[config.mk]
export PLATFORM = sky130hd
export DESIGN_NAME = ntc_timer
export DESIGN_NICKNAME = d
export VERILOG_FILES = /design/src/rtl/ntc_pkg.sv /design/src/rtl/ntc_regs.sv /design/src/rtl/ntc_step_sel.sv /design/src/rtl/ntc_accum.sv /design/src/rtl/ntc_timer.sv
export SDC_FILE = /design/constraint.sdc
export NUM_CORES = 1
export LEC_CHECK = 0
export BUFFER_PORTS_ARGS = -buffer_cell sky130_fd_sc_hd__buf_4
export CORE_MARGIN = 2
export CORE_UTILIZATION = 55
export DETAILED_ROUTE_END_ITERATION = 6
export GPL_ROUTABILITY_DRIVEN = 1
export PLACE_DENSITY = 0.73
export SKIP_LAST_GASP = 1
export SYNTH_ARGS = -nofsm -noshare
export SYNTH_HDL_FRONTEND = slang
export SYNTH_SLANG_ARGS = --single-unit
[constraint.sdc]
create_clock -name clk -period 8.3 [get_ports clk]
set_clock_uncertainty 0.1 [all_clocks]
set_input_delay 1.66 -clock clk [delete_from_list [all_inputs] [get_ports clk]]
set_output_delay 1.66 -clock clk [all_outputs]
set_load 0.02 [all_outputs]
[src/rtl/ntc_pkg.sv]
package ntc_pkg;
  typedef enum logic [2:0] {
    A_CTRL   = 3'd0,
    A_TIME   = 3'd1,
    A_PERIOD = 3'd2,
    A_CPER   = 3'd3,
    A_STEP   = 3'd4
  } ntc_addr_e;

  localparam int B_RUN     = 0;
  localparam int B_PW_LO   = 4;
  localparam int B_PW_HI   = 5;
  localparam int B_EVT     = 7;
  localparam int B_RESTART = 9;
  localparam int B_CAPTURE = 11;

  localparam int NORM_LSB  = 0;
  localparam int CORR_LSB  = 8;
endpackage

[src/rtl/ntc_regs.sv]
module ntc_regs #(
  parameter int CNT_W  = 32,
  parameter int STEP_W = 7,
  parameter int CPER_W = 31
) (
  input  logic              clk,
  input  logic              rst_n,
  input  logic              wr,
  input  logic [2:0]        addr,
  input  logic [CNT_W-1:0]  wdata,
  input  logic [CNT_W-1:0]  count,
  output logic [CNT_W-1:0]  rdata,
  output logic              run_en,
  output logic              pwrap_en,
  output logic              evt_en,
  output logic              restart,
  output logic              load,
  output logic [CNT_W-1:0]  load_val,
  output logic [CNT_W-1:0]  period,
  output logic [CPER_W-1:0] corr_per,
  output logic [STEP_W-1:0] norm_step,
  output logic [STEP_W-1:0] corr_step
);
  import ntc_pkg::*;

  logic              run_q, evt_q, cap_flag;
  logic [1:0]        pw_q;
  logic [CNT_W-1:0]  time_q, period_q;
  logic [CPER_W-1:0] cper_q;
  logic [STEP_W-1:0] norm_q, corr_q;
  logic              wr_ctrl, cap_strobe;

  assign wr_ctrl    = wr && (addr == A_CTRL);
  assign cap_strobe = wr_ctrl && wdata[B_CAPTURE];
  assign restart    = wr_ctrl && wdata[B_RESTART];
  assign load       = wr && (addr == A_TIME);
  assign load_val   = wdata;

  always_ff @(posedge clk) begin
    if (!rst_n) begin
      run_q    <= 1'b0;
      evt_q    <= 1'b0;
      pw_q     <= 2'b00;
      cap_flag <= 1'b0;
      time_q   <= '0;
      period_q <= '0;
      cper_q   <= '0;
      norm_q   <= '0;
      corr_q   <= '0;
    end else begin
      cap_flag <= cap_strobe;
      if (cap_strobe) time_q <= count;
      if (wr_ctrl) begin
        run_q <= wdata[B_RUN];
        evt_q <= wdata[B_EVT];
        pw_q  <= wdata[B_PW_HI:B_PW_LO];
      end
      if (wr && addr == A_PERIOD) period_q <= wdata;
      if (wr && addr == A_CPER)   cper_q   <= wdata[CPER_W-1:0];
      if (wr && addr == A_STEP) begin
        norm_q <= wdata[NORM_LSB +: STEP_W];
        corr_q <= wdata[CORR_LSB +: STEP_W];
      end
    end
  end

  always_comb begin
    rdata = '0;
    case (addr)
      A_CTRL: begin
        rdata[B_RUN]           = run_q;
        rdata[B_EVT]           = evt_q;
        rdata[B_PW_HI:B_PW_LO] = pw_q;
        rdata[B_CAPTURE]       = cap_flag;
      end
      A_TIME:   rdata = time_q;
      A_PERIOD: rdata = period_q;
      A_CPER:   rdata[CPER_W-1:0] = cper_q;
      A_STEP: begin
        rdata[NORM_LSB +: STEP_W] = norm_q;
        rdata[CORR_LSB +: STEP_W] = corr_q;
      end
      default: rdata = '0;
    endcase
  end

  assign run_en    = run_q;
  assign evt_en    = evt_q;
  assign pwrap_en  = |pw_q;
  assign period    = period_q;
  assign corr_per  = cper_q;
  assign norm_step = norm_q;
  assign corr_step = corr_q;

  // capture flag lasts a single cycle unless re-armed
  assert_capture_pulse_R6: assert property (@(posedge clk) disable iff (!rst_n)
    cap_flag && !cap_strobe |=> !cap_flag);
endmodule

[src/rtl/ntc_step_sel.sv]
module ntc_step_sel #(
  parameter int STEP_W = 7,
  parameter int CPER_W = 31
) (
  input  logic              clk,
  input  logic              rst_n,
  input  logic              run_en,
  input  logic              clr,
  input  logic [CPER_W-1:0] corr_per,
  input  logic [STEP_W-1:0] norm_step,
  input  logic [STEP_W-1:0] corr_step,
  output logic [STEP_W-1:0] step
);
  logic [CPER_W-1:0] phase_q;
  logic              fire;

  assign fire = (phase_q >= corr_per);
  assign step = fire ? corr_step : norm_step;

  always_ff @(posedge clk) begin
    if (!rst_n || clr) phase_q <= '0;
    else if (run_en)   phase_q <= fire ? '0 : phase_q + 1'b1;
  end

  // after a correction clock the phase starts over
  assert_phase_restart_R3: assert property (@(posedge clk) disable iff (!rst_n)
    run_en && fire && !clr |=> phase_q == '0);
  // phase frozen while stopped
  assert_phase_hold_R2: assert property (@(posedge clk) disable iff (!rst_n)
    !run_en && !clr |=> $stable(phase_q));
endmodule

[src/rtl/ntc_accum.sv]
module ntc_accum #(
  parameter int CNT_W  = 32,
  parameter int STEP_W = 7
) (
  input  logic              clk,
  input  logic              rst_n,
  input  logic              run_en,
  input  logic              pwrap_en,
  input  logic              evt_en,
  input  logic              restart,
  input  logic              load,
  input  logic [CNT_W-1:0]  load_val,
  input  logic [STEP_W-1:0] step,
  input  logic [CNT_W-1:0]  period,
  output logic [CNT_W-1:0]  count,
  output logic              wrap_evt
);
  localparam int EXT_W = CNT_W + 1;

  logic [CNT_W-1:0] count_q;
  logic             evt_q;
  logic [EXT_W-1:0] sum, over;
  logic             hit;

  assign sum  = {1'b0, count_q} + {{(EXT_W-STEP_W){1'b0}}, step};
  assign over = sum - {1'b0, period};
  assign hit  = pwrap_en && (sum >= {1'b0, period});

  always_ff @(posedge clk) begin
    if (!rst_n) begin
      count_q <= '0;
      evt_q   <= 1'b0;
    end else begin
      evt_q <= 1'b0;
      if (load)         count_q <= load_val;
      else if (restart) count_q <= '0;
      else if (run_en) begin
        if (hit) begin
          count_q <= over[CNT_W-1:0];
          evt_q   <= evt_en;
        end else begin
          count_q <= sum[CNT_W-1:0];
        end
      end
    end
  end

  assign count    = count_q;
  assign wrap_evt = evt_q;

  // count holds while stopped
  assert_count_hold_R2: assert property (@(posedge clk) disable iff (!rst_n)
    !run_en && !load && !restart |=> $stable(count_q));
  // a time write lands in the count
  assert_load_R7: assert property (@(posedge clk) disable iff (!rst_n)
    load |=> count_q == $past(load_val));
  // restart zeroes the count
  assert_restart_zero_R8: assert property (@(posedge clk) disable iff (!rst_n)
    restart && !load |=> count_q == '0);
  // event only when enabled
  assert_evt_gate_R5: assert property (@(posedge clk) disable iff (!rst_n)
    wrap_evt |-> $past(evt_en) && $past(run_en));
endmodule

[src/rtl/ntc_timer.sv]
module ntc_timer #(
  parameter int CNT_W  = 32,
  parameter int STEP_W = 7,
  parameter int CPER_W = 31
) (
  input  logic             clk,
  input  logic             rst_n,
  input  logic             bus_wr,
  input  logic [2:0]       bus_addr,
  input  logic [CNT_W-1:0] bus_wdata,
  output logic [CNT_W-1:0] bus_rdata,
  output logic             wrap_evt
);
  logic              run_en, pwrap_en, evt_en, restart, load;
  logic [CNT_W-1:0]  load_val, period, count;
  logic [CPER_W-1:0] corr_per;
  logic [STEP_W-1:0] norm_step, corr_step, step;

  ntc_regs #(.CNT_W(CNT_W), .STEP_W(STEP_W), .CPER_W(CPER_W)) u_regs (
    .clk(clk), .rst_n(rst_n), .wr(bus_wr), .addr(bus_addr), .wdata(bus_wdata),
    .count(count), .rdata(bus_rdata), .run_en(run_en), .pwrap_en(pwrap_en),
    .evt_en(evt_en), .restart(restart), .load(load), .load_val(load_val),
    .period(period), .corr_per(corr_per), .norm_step(norm_step),
    .corr_step(corr_step)
  );

  ntc_step_sel #(.STEP_W(STEP_W), .CPER_W(CPER_W)) u_step (
    .clk(clk), .rst_n(rst_n), .run_en(run_en), .clr(restart),
    .corr_per(corr_per), .norm_step(norm_step), .corr_step(corr_step),
    .step(step)
  );

  ntc_accum #(.CNT_W(CNT_W), .STEP_W(STEP_W)) u_accum (
    .clk(clk), .rst_n(rst_n), .run_en(run_en), .pwrap_en(pwrap_en),
    .evt_en(evt_en), .restart(restart), .load(load), .load_val(load_val),
    .step(step), .period(period), .count(count), .wrap_evt(wrap_evt)
  );
endmodule

==> summary.md <==
| Metric | Value |
|---|---|
| Pleak | 5.04 nW |
| Bufs on Longest Clock Path | 2 |
| Post-Syn Nets | 1671 |
| Dpl hpwl | 26600 µm |
| Largest incremental delay on the critical path | 0.46 ns |
| Sequential share of the synthesized area | 30.3% |
| # IOs | 71 |
| PostCTS Resize Cnt | 0 |
| Drt via density | 6.01 |
| Mean area per synthesized cell | 7.54 µm² |
| Initial Utilization | 55.9% |
| Netlist cell types | 75 |
| Async SR Flop Fraction | 0% |
| Mapped Area | 11800 µm² |
| Chip width | 150 µm |
| Slew Limit Fails | 0 |
| Remaining global-route overflow | 0 |
| Ranking of synthesized cells by area | dfxtp_1 30%, nand2_1 11%, ha_1 7.7% |
| Gate Count Post-Synth | 1559 |
| Hold Fails Final Rpt | 0 |
| Area Growth Syn to Fin | 10.4% |
| Seq cells post-synth | 178 |
| Antenna-violating nets left | 0 |
| Worst EP arrival | 7.84 ns |
| Max-cap viol count | 0 |
| Dominant cell type by area after synthesis | dfxtp_1 |
| Worst skew pair latency | 0.44 ns |
| Clock Tree Root | clkbuf_16 |
| Critical path required time | 8.52 ns |
| Initial antenna violation count | 0 |
| Hold buffer count at cts | 0 |
| WL final | 35900 µm |
| Hold_ws | 0.367 ns |
| Status | completed |
| VDD IR max | 0.134 mV |
| Global-route wire length before repair | 56800 µm |
| Non-filler cells, final | 1860 |
| Area after DPL | 12400 µm² |
| Crit-path slowest cell | o2bb2ai_4 |
| 1st-iter DRT viols | 1390 |
| Worst setup SP type | register |
| Vias in the first global route | 10309 |
| Setup TNS | 0 ns |
| Core region area | 21000 µm² |
| PwrDens | 172 nW/µm² |
| Die Area | 22600 µm² |
| Critical Path Fanout Max | 37 |
| Worst min path class | reg -> reg |
| Fin nets | 1684 |
| EDFF count, synth | 0 |
| Cell Rows | 53 |
| Top-count cell post-synth | nand2_1 |
| H-Tree Depth | 4 |
| Post-synth top cells | 341 x nand2_1, 178 x dfxtp_1, 111 x a21boi_0 |
| Critical Path End Type | register |
| Ant diodes | 0 |
| Final Critical Period | 7.62 ns |
| CP Class | reg -> reg |
| Clock-pin slew on the worst setup and hold paths | 0.08 ns |
| Final period util | 91.8% |
| Worst slew pin tran | 1.05 ns |
| Synth warn | 0 |
| DR pass1 iterations | 6 |
| Endpoints failing setup | 0 |
| Port bufs | 70 |
| Layout cell share with drive strength beyond 1 | 8.96% |
| Final GP Congestion | 1.01 |
| Ys flop type | dfxtp_1 |
| Finished Cell Area | 13000 µm² |
| Per-cell routed wire length | 19.3 µm |
| Largest net degree at the start of global routing | 114 |
| Setup repair bufs after CTS | 0 |
| Max Freq | 131 MHz |
| Tot GR Track Use | 32.1% |
| Residual DRC count | 0 |
| # placed instances | 1828 |
| RSZ-0062 raised after global routing | false |
| Max transition margin | 29.8% |
| Die span in y | 150 µm |
| Fill count | 1856 |
| Vias | 11180 |
| Clock sinks | 178 |
| Yosys top cell area share | 30.3% |
| CTS tree | yes |
| Fin util | 61.8% |
| Number of CTS-inserted buffers | 17 |
[power breakdown]
part	internal (mW)	leakage (nW)	switching, mW
Clock	0.467	0.286	0.377
Sequential	0.872	1.44	0.0221
Combinational	0.199	3.31	0.294
Total	1.54	5.04	0.693
[cells in the final DEF, fill, tap and decap left out, types with 38 or more instances in the layout]
cell and instances:
xor2_1 38, buf_4 83, a21oi_1 58, xnor2_1 46, nand3_1 38, nor2_1 106
ha_1 72, dfxtp_1 178, o21ai_0 91, nand2_1 341, a21boi_0 111, inv_1 84
[critical path: cells and delay by family, from the launching register on]
| kind | cells | cell delay [ns] |
|---|---|---|
| AOI/OAI and AO/OA | 15 | 3.58 |
| DFF | 1 | 0.35 |
| muxes | 2 | 0.66 |
| xor gates and xnor gates | 1 | 0.17 |
| and+or+nand+nor | 5 | 0.96 |
| buffers and inverters | 3 | 0.50 |
| adders and majority gates | 4 | 1.16 |
[per-stage QoR]
stage | total power [mW] | worst slack (ns)
after floorplan | 1.26 | 2.14
after global placement | 1.39 | 1.00
after detailed placement | 1.39 | 0.814
after CTS | 2.22 | 0.790
after global routing | 2.31 | 0.0974
final | 2.23 | 0.681
[cell type report]
cell class              instances  area [µm²]  share of cell area [%]
repair buffers                 83         623                    4.80
inverters                      84         315                    2.43
well taps                     275         344                    2.65
clock buffers                  20         457                    3.52
clock inverters                12         146                    1.13
multi-input cells            1208        7530                    58.0
flip-flops and latches        178        3560                    27.4
[registers in the layout, summed over array words and instances (netlist names)]
| signal | cells |
|---|---|
| u_step.phase_q | 31 |
| u_accum.wrap_evt | 1 |
| u_regs.evt_en | 1 |
| u_regs.run_en | 1 |
| u_accum.count | 32 |
| u_regs.time_q | 32 |
| u_regs.period | 32 |
| u_regs.norm_step | 7 |
| u_regs.cap_flag | 1 |
| u_regs.corr_step | 7 |
| u_regs.corr_per | 31 |
| u_regs.pw_q | 2 |
[cell families (layout without fill, tap and decap cells)]
family          after synthesis  after routing  share of synthesized area, %
flops                       178            178                          30.3
buf+inv                     173            199                          5.74
compound gates              420            420                          24.6
xor+xnor                     84             84                          6.26
mux                          30             30                          2.91
fa+ha+maj                    74             74                          8.00
simple gates                600            600                          22.2
[final timing paths]
path,slack [ns],depth (start not counted),endpoint,from
min,0.37,2,u_regs.period[26]$_SDFFE_PN0P_,u_regs.period[26]$_SDFFE_PN0P_
min reg2reg,0.37,2,u_regs.period[26]$_SDFFE_PN0P_,u_regs.period[26]$_SDFFE_PN0P_
max reg2reg,0.68,30,u_accum.count[22]$_SDFFE_PN0P_,u_regs.corr_per[1]$_SDFFE_PN0P_
max,0.68,30,u_accum.count[22]$_SDFFE_PN0P_,u_regs.corr_per[1]$_SDFFE_PN0P_
[layer usage]
layer / up-vias / wire, µm / track usage [%]
met1: 5201 / 16400 / 47.8
met2: 495 / 15300 / 46.9
met3: 84 / 3080 / 4.73
met5: - / 0 / 0
li1: 5400 / - / -
met4: 0 / 1160 / 11.1
(Power assumes the default switching activity.)
